===== config.mk =====
export PLATFORM = sky130hd
export DESIGN_NAME = dispatch_pair
export DESIGN_NICKNAME = d
export VERILOG_FILES = /design/src/rtl/dispatch_pkg.sv /design/src/rtl/dispatch_slot_eval.sv /design/src/rtl/dispatch_pair_gate.sv /design/src/rtl/dispatch_pair.sv
export SDC_FILE = /design/constraint.sdc
export NUM_CORES = 1
export LEC_CHECK = 0
export CAP_MARGIN = 15
export CORE_MARGIN = 2
export CORE_UTILIZATION = 37
export CTS_CLUSTER_SIZE = 16
export DETAILED_ROUTE_END_ITERATION = 10
export HOLD_SLACK_MARGIN = 0.12
export PLACE_DENSITY_LB_ADDON = 0.2
export SLEW_MARGIN = 20
export SYNTH_ARGS = -nofsm -noshare
export SYNTH_HDL_FRONTEND = slang
export SYNTH_SLANG_ARGS = --single-unit

===== constraint.sdc =====
create_clock -name clk -period 4 [get_ports clk]
set_clock_uncertainty 0.05 [all_clocks]
set_input_delay 0.8 -clock clk [delete_from_list [all_inputs] [get_ports clk]]
set_output_delay 0.8 -clock clk [all_outputs]
set_load 0.05 [all_outputs]

===== src/rtl/dispatch_pkg.sv =====
package dispatch_pkg;
    localparam int N_UNIT = 4;

    typedef enum logic [2:0] {
        CL_INT = 3'd0, CL_LSU = 3'd1, CL_FPU = 3'd2, CL_SYS = 3'd3,
        CL_BRF = 3'd4, CL_BRL = 3'd5, CL_RS6 = 3'd6, CL_RS7 = 3'd7
    } cls_e;

    typedef enum logic {ST_RUN = 1'b0, ST_HOLD = 1'b1} ctl_e;

    typedef struct packed {
        logic valid;
        cls_e cls;
        logic ren;
        logic ser;
    } slot_t;

    typedef struct packed {
        logic              valid;
        logic [N_UNIT-1:0] unit;
        logic              cq;
        logic              ren;
        logic              ser;
        logic              fold;
    } need_t;
endpackage


===== src/rtl/dispatch_slot_eval.sv =====
module dispatch_slot_eval
    import dispatch_pkg::*;
(
    input  slot_t slot,
    output need_t need
);
    always_comb begin
        need       = '0;
        need.valid = slot.valid;
        unique case (slot.cls)
            CL_INT, CL_LSU, CL_FPU, CL_SYS: begin
                need.unit[slot.cls[1:0]] = 1'b1;
                need.cq  = 1'b1;
                need.ren = slot.ren;
                need.ser = slot.ser;
            end
            CL_BRL: need.cq = 1'b1;
            default: need.fold = 1'b1;
        endcase
    end
endmodule


===== src/rtl/dispatch_pair_gate.sv =====
module dispatch_pair_gate
    import dispatch_pkg::*;
#(
    parameter int CQ_DEPTH = 5,
    parameter int CW       = 3,
    parameter int RW       = 3
) (
    input  need_t             n0,
    input  need_t             n1,
    input  logic              run,
    input  logic [N_UNIT-1:0] unit_idle,
    input  logic [RW-1:0]     ren_free,
    input  logic [CW-1:0]     cq_free,
    output logic              go0,
    output logic              go1,
    output logic              want_hold
);
    logic [CW-1:0] cq_need;
    logic [RW-1:0] ren_need;
    logic          cq_empty;
    logic          res0;
    logic          res1;

    always_comb begin
        cq_need  = CW'(n0.cq) + CW'(n1.cq);
        ren_need = RW'(n0.ren) + RW'(n1.ren);
        cq_empty = (cq_free == CW'(CQ_DEPTH));

        res0 = ((n0.unit & ~unit_idle) == '0)
             && (!n0.cq  || cq_free  != '0)
             && (!n0.ren || ren_free != '0)
             && (!n0.ser || cq_empty);
        go0  = run && n0.valid && (n0.fold || res0);

        res1 = ((n1.unit & ~unit_idle) == '0)
             && ((n1.unit & n0.unit) == '0)
             && (!n1.cq  || cq_free  >= cq_need)
             && (!n1.ren || ren_free >= ren_need);
        go1  = go0 && n1.valid && !n0.ser && !n1.ser && (n1.fold || res1);

        want_hold = run && n0.valid && n0.ser && !cq_empty;
    end
endmodule


===== src/rtl/dispatch_pair.sv =====
module dispatch_pair
    import dispatch_pkg::*;
#(
    parameter int CQ_DEPTH  = 5,
    parameter int REN_SLOTS = 6,
    parameter int CW        = $clog2(CQ_DEPTH + 1),
    parameter int RW        = $clog2(REN_SLOTS + 1)
) (
    input  logic          clk,
    input  logic          rst,
    input  logic          iq0_valid,
    input  logic [2:0]    iq0_cls,
    input  logic          iq0_ren,
    input  logic          iq0_ser,
    input  logic          iq1_valid,
    input  logic [2:0]    iq1_cls,
    input  logic          iq1_ren,
    input  logic          iq1_ser,
    input  logic [3:0]    unit_idle,
    input  logic [RW-1:0] ren_free,
    input  logic [CW-1:0] cq_free,
    output logic [3:0]    unit_issue,
    output logic [1:0]    cq_alloc,
    output logic [1:0]    iq_shift
);
    localparam logic [CW-1:0] CQ_ALL = CW'(CQ_DEPTH);

    ctl_e  state, state_nx;
    slot_t slots [2];
    need_t needs [2];
    logic  run, go0, go1, want_hold;

    assign slots[0] = '{valid: iq0_valid, cls: cls_e'(iq0_cls), ren: iq0_ren, ser: iq0_ser};
    assign slots[1] = '{valid: iq1_valid, cls: cls_e'(iq1_cls), ren: iq1_ren, ser: iq1_ser};

    for (genvar g = 0; g < 2; g++) begin : g_slot
        dispatch_slot_eval u_eval (.slot(slots[g]), .need(needs[g]));
    end

    assign run = (state == ST_RUN) && !rst;

    dispatch_pair_gate #(.CQ_DEPTH(CQ_DEPTH), .CW(CW), .RW(RW)) u_gate (
        .n0(needs[0]), .n1(needs[1]), .run(run), .unit_idle(unit_idle),
        .ren_free(ren_free), .cq_free(cq_free),
        .go0(go0), .go1(go1), .want_hold(want_hold)
    );

    always_comb begin
        state_nx = state;
        unique case (state)
            ST_RUN:  if (want_hold)        state_nx = ST_HOLD;
            ST_HOLD: if (cq_free == CQ_ALL) state_nx = ST_RUN;
            default: state_nx = ST_RUN;
        endcase
    end

    always_ff @(posedge clk) begin
        if (rst) state <= ST_RUN;
        else     state <= state_nx;
    end

    always_comb begin
        unit_issue = (go0 ? needs[0].unit : 4'b0) | (go1 ? needs[1].unit : 4'b0);
        cq_alloc   = 2'(go0 && needs[0].cq) + 2'(go1 && needs[1].cq);
        iq_shift   = 2'(go0) + 2'(go1);
    end

    assert_reset_quiet_R1: assert property (@(posedge clk)
        rst |-> (unit_issue == 4'b0 && iq_shift == 2'd0 && cq_alloc == 2'd0));
    assert_no_overtake_R2: assert property (@(posedge clk) disable iff (rst)
        !iq0_valid |-> iq_shift == 2'd0);
    assert_unit_idle_R3: assert property (@(posedge clk) disable iff (rst)
        (unit_issue & ~unit_idle) == 4'b0);
    assert_cq_cover_R4: assert property (@(posedge clk) disable iff (rst)
        {1'b0, cq_alloc} <= (CW+1)'(cq_free));
    assert_hold_quiet_R9: assert property (@(posedge clk) disable iff (rst)
        state == ST_HOLD |-> iq_shift == 2'd0);
    assert_hold_exit_R9: assert property (@(posedge clk) disable iff (rst)
        (state == ST_HOLD && cq_free == CQ_ALL) |=> state == ST_RUN);
    assert_alloc_bound_R11: assert property (@(posedge clk) disable iff (rst)
        cq_alloc <= iq_shift && 2'($countones(unit_issue)) <= iq_shift);
endmodule


# Word level (Yosys, flattened, before mapping)
# Cells that the tools add are included.
[totals] reg_bits=1 in_bits=24 out_inout_bits=8 wordCells=88
[op_classes] add_sub_neg=4 magnitude_cmp=6 eq_ne=9 muxes=17 bitwise=6 n_reduce_logical=45
[op_table] op="1-bit logical AND" n=19
[op_table] op="4-bit 2-to-1 mux" n=4
[op_table] op="4-bit bitwise AND" n=3
[op_table] op="3-bit by 2-bit == test with 1-bit output, second input constant" n=4
[op_table] op="4-bit zero test" n=3
[op_table] op="5-bit OR reduction" n=2
[op_table] op="3-bit == test, second input constant" n=3
[op_table] op="1-bit by 1-bit adder with 2-bit output" n=4
[op_table] op="1-bit zero test" n=8
[op_table] op="1-bit 2-to-1 mux" n=8
[op_table] op="4-bit OR reduction" n=2
[op_table] op="1-bit logical OR" n=7
[op_table] op="3-bit by 1-bit == test with 1-bit output, second input constant" n=2
[op_table] op="3-bit >= comparator" n=2
[op_table] op="3-bit zero test" n=2
[op_table] op="2-bit by 3-bit < comparator with 1-bit output, second input constant" n=2
[op_table] op="3-bit nonzero test" n=2
[op_table] op="1-bit demux with 2-bit select" n=2
[op_table] op="2-bit by 1-bit >= comparator with 1-bit output, second input constant" n=2
[op_table] op="2-bit 2-to-1 mux" n=2
[op_table] op="4-bit NOT" n=1
[op_table] op="4-bit OR" n=1
[op_table] op="1-bit case mux with 2 select lines" n=1
[op_table] op="1-bit NOT" n=1

# Depth between registers and ports, before layout
[depth] word_depth=18 ltp_mapped=11 mapped_depth_nobuf=10

# Modules after synthesis
# A second synthesis with hierarchy kept.
[hier_totals] cells_unflattened=74 hier_area_um2=543.0
[by_module_without_submodules] mod="dispatch_pair_gate" n_inst=1 cells_each=39 area_per_inst_um2=302.8
[by_module_without_submodules] mod="dispatch_pair" n_inst=1 cells_each=13 area_per_inst_um2=120.1
[by_module_without_submodules] mod="dispatch_slot_eval" n_inst=2 cells_each=11 area_per_inst_um2=60.1

# Worst setup path after synthesis
# OpenSTA, ideal clock, no wires.
[synth_timing] kind="in2out" from="input iq0_cls[0]" to="output unit_issue[3]" arrival_ns=3.597 required_time_ns=3.150 setup_slack_ns=-0.447 path_stages=10 cell_sequence="clkbuf_2 > inv_1 > o21ai_0 > ha_1 > ha_1 > nand2b_1 > a211oi_1 > nor4_4 > nand3_1 > a211oi_1"
[synth_between] elab_chain_cells=18
[synth_lines] element="from (decl)" line="dispatch_pair.sv:12" source="input logic [2:0] iq0_cls,"
[synth_lines] element="2-bit by 3-bit < comparator with 1-bit output (implied by the code) / 2-bit by 1-bit >= comparator with 1-bit output (equally long branches)" line="dispatch_slot_eval.sv:12" source="need.unit[slot.cls[1:0]] = 1'b1;"
[synth_lines] element="1-bit logical AND (implied by the code)" line="dispatch_slot_eval.sv:12"
[synth_lines] element="1-bit 2-to-1 mux (implied by the code)" line="dispatch_slot_eval.sv:12"
[synth_lines] element="1-bit demux with 2-bit select"
[synth_lines] element="4-bit 2-to-1 mux" line="dispatch_slot_eval.sv:10" source="unique case (slot.cls)"
[synth_lines] element="4-bit bitwise AND" line="dispatch_pair_gate.sv:29" source="res0 = ((n0.unit & ~unit_idle) == '0)"
[synth_lines] element="4-bit zero test" line="dispatch_pair_gate.sv:29"
[synth_lines] element="1-bit logical AND" line="dispatch_pair_gate.sv:30" source="&& (!n0.cq || cq_free != '0)"
[synth_lines] element="1-bit logical AND" line="dispatch_pair_gate.sv:31" source="&& (!n0.ren || ren_free != '0)"
[synth_lines] element="1-bit logical AND" line="dispatch_pair_gate.sv:32" source="&& (!n0.ser || cq_empty);"
[synth_lines] element="1-bit logical OR" line="dispatch_pair_gate.sv:33" source="go0 = run && n0.valid && (n0.fold || res0);"
[synth_lines] element="1-bit logical AND" line="dispatch_pair_gate.sv:33"
[synth_lines] element="1-bit logical AND (4 in a row)" line="dispatch_pair_gate.sv:39" source="go1 = go0 && n1.valid && !n0.ser && !n1.ser && (n1.fold || res1);"
[synth_lines] element="4-bit 2-to-1 mux" line="dispatch_pair.sv:63" source="unit_issue = (go0 ? needs[0].unit : 4'b0) | (go1 ? needs[1].unit : 4'b0);"
[synth_lines] element="4-bit OR (*)" line="dispatch_pair.sv:63"
[synth_lines] element="to (decl)" line="dispatch_pair.sv:22" source="output logic [3:0] unit_issue,"
# Every way passes the cells marked *; elsewhere a longest branch is shown, timed or not.

# Worst setup path in the final report
[layout_timing] from="input iq0_cls[2]" to="output unit_issue[0]"
[layout_between] elab_chain_cells=16
[layout_lines] element="branches (longest 15 deep; another with 3-bit >= comparator)"
[layout_lines] element="4-bit OR (*)" line="dispatch_pair.sv:63"
# Mark *: on every way between the ends.

==> results.txt <==
- The run finished with clean final reports.
- Commonest cells after routing, fill and taps aside: clkdlybuf4s50_1 (15), buf_4 (15), inv_1 (8), buf_12 (8)
- Setup slack on the worst reg-to-reg path comes out at between 3 and 4 ns.
* Maximum fanout along the worst path: 4
* Number of nets with antenna violations after routing: 0
- In the final layout, the registers with the most flip-flops are state (1).
* Smallest setup slack after layout: 0.1363 ns
- In this design, the stage delay of the slowest critical-path cell is about 0.50 ns.
- Flip-flop count of the largest register after layout: 1
* GR Layer Usage met2: 0.4615
- Required @ worst endpoint: approximately 3.2 ns
- Post-synthesis sequential element count: 1
* Beginning of the worst register-to-register path: state
- Traced cell by cell, the critical path runs through clkdlybuf4s15_1 > nor2b_4 > ha_4 > inv_1 > ha_1 > or4b_4 > a21oi_4 > nor4_4 > buf_4 > buf_4 > a22oi_2 > nor3_2 > buf_12.
* Horiz. Die Dim: 42.36 um
- The initial utilization of the core area, before any placement, comes to 0.4081.
* Overall power: between 100 and 150 uW
- In the routed design, unresolved DRC markers number 0.
* Total half-perimeter wirelength after legalization and detailed placement: approximately 1600 um
- Synth-to-layout area growth: 113.3%
- In the final layout, the share of cells above drive strength 1 is 0.4034.
* GR met3 Demand/Resource: 0.02155
* Register-to-Register Path Depth: 2
- Final worst path period need: about 3.9 ns
- Setup violations remaining at the end of the flow were counted as 0.
- The worst hold path terminates at state.
* Maximum capacitance violations: 0
- The final count of hold timing violations was 0.
* Post-route standard cell area excluding fillers: ~1200 um2
- Number of top-level pins: 32
* Crit path max-delay family: simple AND/OR/NAND/NOR gates
- Relative contribution of combinational cells to total power: 0.919
- For this run, the total global-route usage over all layers was measured as 0.2421.
* Clock latency on the worst-skew pair: 0 ns
- The share of the Yosys chip area taken by registers is 0.03678.
- Endpoint of the lowest-slack register-to-register path: state
- Number of antenna cells inserted: 0
- Area of the die: roughly 1800 um2
- Excluding fillers, the count of instances in the completed layout stands at 134.
- The register with the most flip-flops in the final layout is state.
* Combined area of all synthesized cells: 544.3 um2
- Sw Pwr: a little under 60 uW
- Library cells used by synthesis: 33
* Avg Synthesized Cell Area: around 7.4 um2
- Vias per std cell: roughly 5.7
- Most utilized layer in the global route result: met2
- Number of DRC markers in iteration 0: 14
- Arrival time of the worst setup path: roughly 3 ns
* Hold_sp: state
- The cell count after synthesis came out at 74.
* Max rail drop VDD: 0.07812 mV
- Crit path launch type: input pin
- The worst setup path is of the in -> out kind.
- Cell-internal power: approximately 76 uW
- Final Cycle Share: 0.9659
* Setup repair after global routing missed its margin: false
* Clock transition at the registers of the reported paths: 0 ns
* Part of the total power dissipated in sequential elements: 0.081
* Total number of yosys warnings: 0
- Once placement finished, the instance area stood at 1076 um2.
- The congestion estimate from routability-driven global placement came to 0.8763.
* Worst path buffer plus inverter count: 5
* Synthesized netlist net count: 106
- Worst-case hold slack: between 0.4 and 0.5 ns
- In this run, post-CTS hold repair placed 0 buffers.
* Die Span Y: 42.36 um
* Critical path's most frequent cell: buf_4
* Final Max Slew Viols: 0
- Of the total power, the share spent switching nets is 0.4337.
- Timing would allow up to roughly 260 MHz.
* Hold Path Cell Cnt: 2
- The first global-routing pass estimated 3429 um of wire.
- After floorplanning, the core was sized to cover approximately 1300 um2.
- Max-slew headroom: 0.7206
* Type of the worst min-delay path: reg -> reg
- Overall via count from detail_route: 766
- For the pin with the worst max-slew slack, the measured transition is 0.4180 ns.
- OpenSTA, run right after detailed placement, puts the worst setup slack at -0.3720 ns.
- Ratio of total power to cell area: ~120 nW/um2
- The initialized floorplan defines 13 standard-cell rows.
- Detailed-route wire length per cell: roughly 15 um
- Post-placement cell count: 133
- Entering global routing, the biggest net connects 9 pins.
* Port Buf Inserts: 31
* Power share of the clock group: 0
- For this run, global-route usage on met1 was measured as 0.2977.
* CP max-delay cell: or4b_4
- DRT Pass-1 Iters: 4
- The number of antenna violations at the first check in global routing was 0.
- The final layout contains routed wiring with a total length of 2020 um.
- Summed over all cells, the static leakage comes to between 0.0004 and 0.0005 uW.
- Net count, final: approximately 150
- Summed over all layers, the global routing overflow is 0.
- STA classifies the critical path endpoint as a primary output.
* Via count of the first global-routing pass: 748
layer usage:
| layer | routed length (um) | up-vias |
|---|---|---|
| met5 | 0 | - |
| met4 | 42 | 0 |
| met3 | 103 | 4 |
| met2 | 1089 | 26 |
| met1 | 785 | 363 |
| li1 | - | 373 |
what timing repair did:
item,CTS,global route
endpoints found under the hold margin,0,0
setup endpoints to repair,8,6
pin swaps,11,3
setup buffers,2,0
gates resized for setup,28,2
power groups by stage:
stage | registers [uW] | logic (uW) | clock network, uW
after global placement | 10.9 | 106 | 0
after floorplan | 10.8 | 49.0 | 0
final | 10.9 | 124 | 0
after detailed placement | 10.9 | 109 | 0
after CTS | 10.9 | 123 | 0
after global routing | 11.0 | 133 | 0
stage by stage:
step	TNS (ns)	utilization
after global placement	-1.691	0.8068
final	0	0.8705
after detailed placement	-2.360	0.8068
after CTS	0	0.8734
after global routing	0	0.8705
after floorplan	0	-
cells in the mapped netlist (all sizes together):
library cell	count	share of area
inv	11	0.076
ha	8	0.18
nor3	7	0.064
a21oi	6	0.055
a211oi	4	0.064
nor2	4	0.028
o21ai	3	0.028
a211o	2	0.032
a22oi	2	0.028
mux2i	2	0.037
nand2	2	0.014
nand2b	2	0.023
nand3	2	0.018
nor2b	2	0.023
a2111oi	1	0.051
a311oi	1	0.016
and2b	1	0.016
and3	1	0.012
clkbuf	1	0.0092
dfxtp	1	0.037
nand3b	1	0.014
nand4	1	0.012
nor3b	1	0.014
nor4	1	0.039
o211ai	1	0.014
o2bb2ai	1	0.016
o31a	1	0.016
or2	1	0.012
or3b	1	0.016
or4b	1	0.018
xnor2	1	0.016
worst min-delay path, cell delays in order (launching register included):
cell and delay, ns:
dfxtp_1 0.29, a21oi_1 0.11, a311oi_1 0.05
logic make-up after synthesis:
family,after synthesis,synth area share
compound gates,22,0.3195
fa+ha+maj,8,0.1839
simple gates,28,0.3219
flops,1,0.03678
buf+inv,12,0.08505
xor+xnor,1,0.01609
mux,2,0.03678
cell type report:
cell class	instances	area, um2
Inverter	11	41.29
Tap cell	15	18.77
Multi-Input combinational cell	61	590.6
Fill cell	70	172.7
Sequential cell	1	20.02
Timing Repair Buffer	46	490.5
worst max path at each step:
stage | from | depth (start not counted) | end
floorplan | iq0_cls[0] | 10 | unit_issue[3]
global placement | iq0_cls[0] | 12 | iq_shift[0]
detailed placement | iq0_cls[0] | 12 | iq_shift[0]
CTS | iq1_cls[2] | 11 | iq_shift[0]
global route | iq1_cls[0] | 12 | unit_issue[3]
finish | iq0_cls[2] | 13 | unit_issue[0]
(Power assumes the default switching activity.)
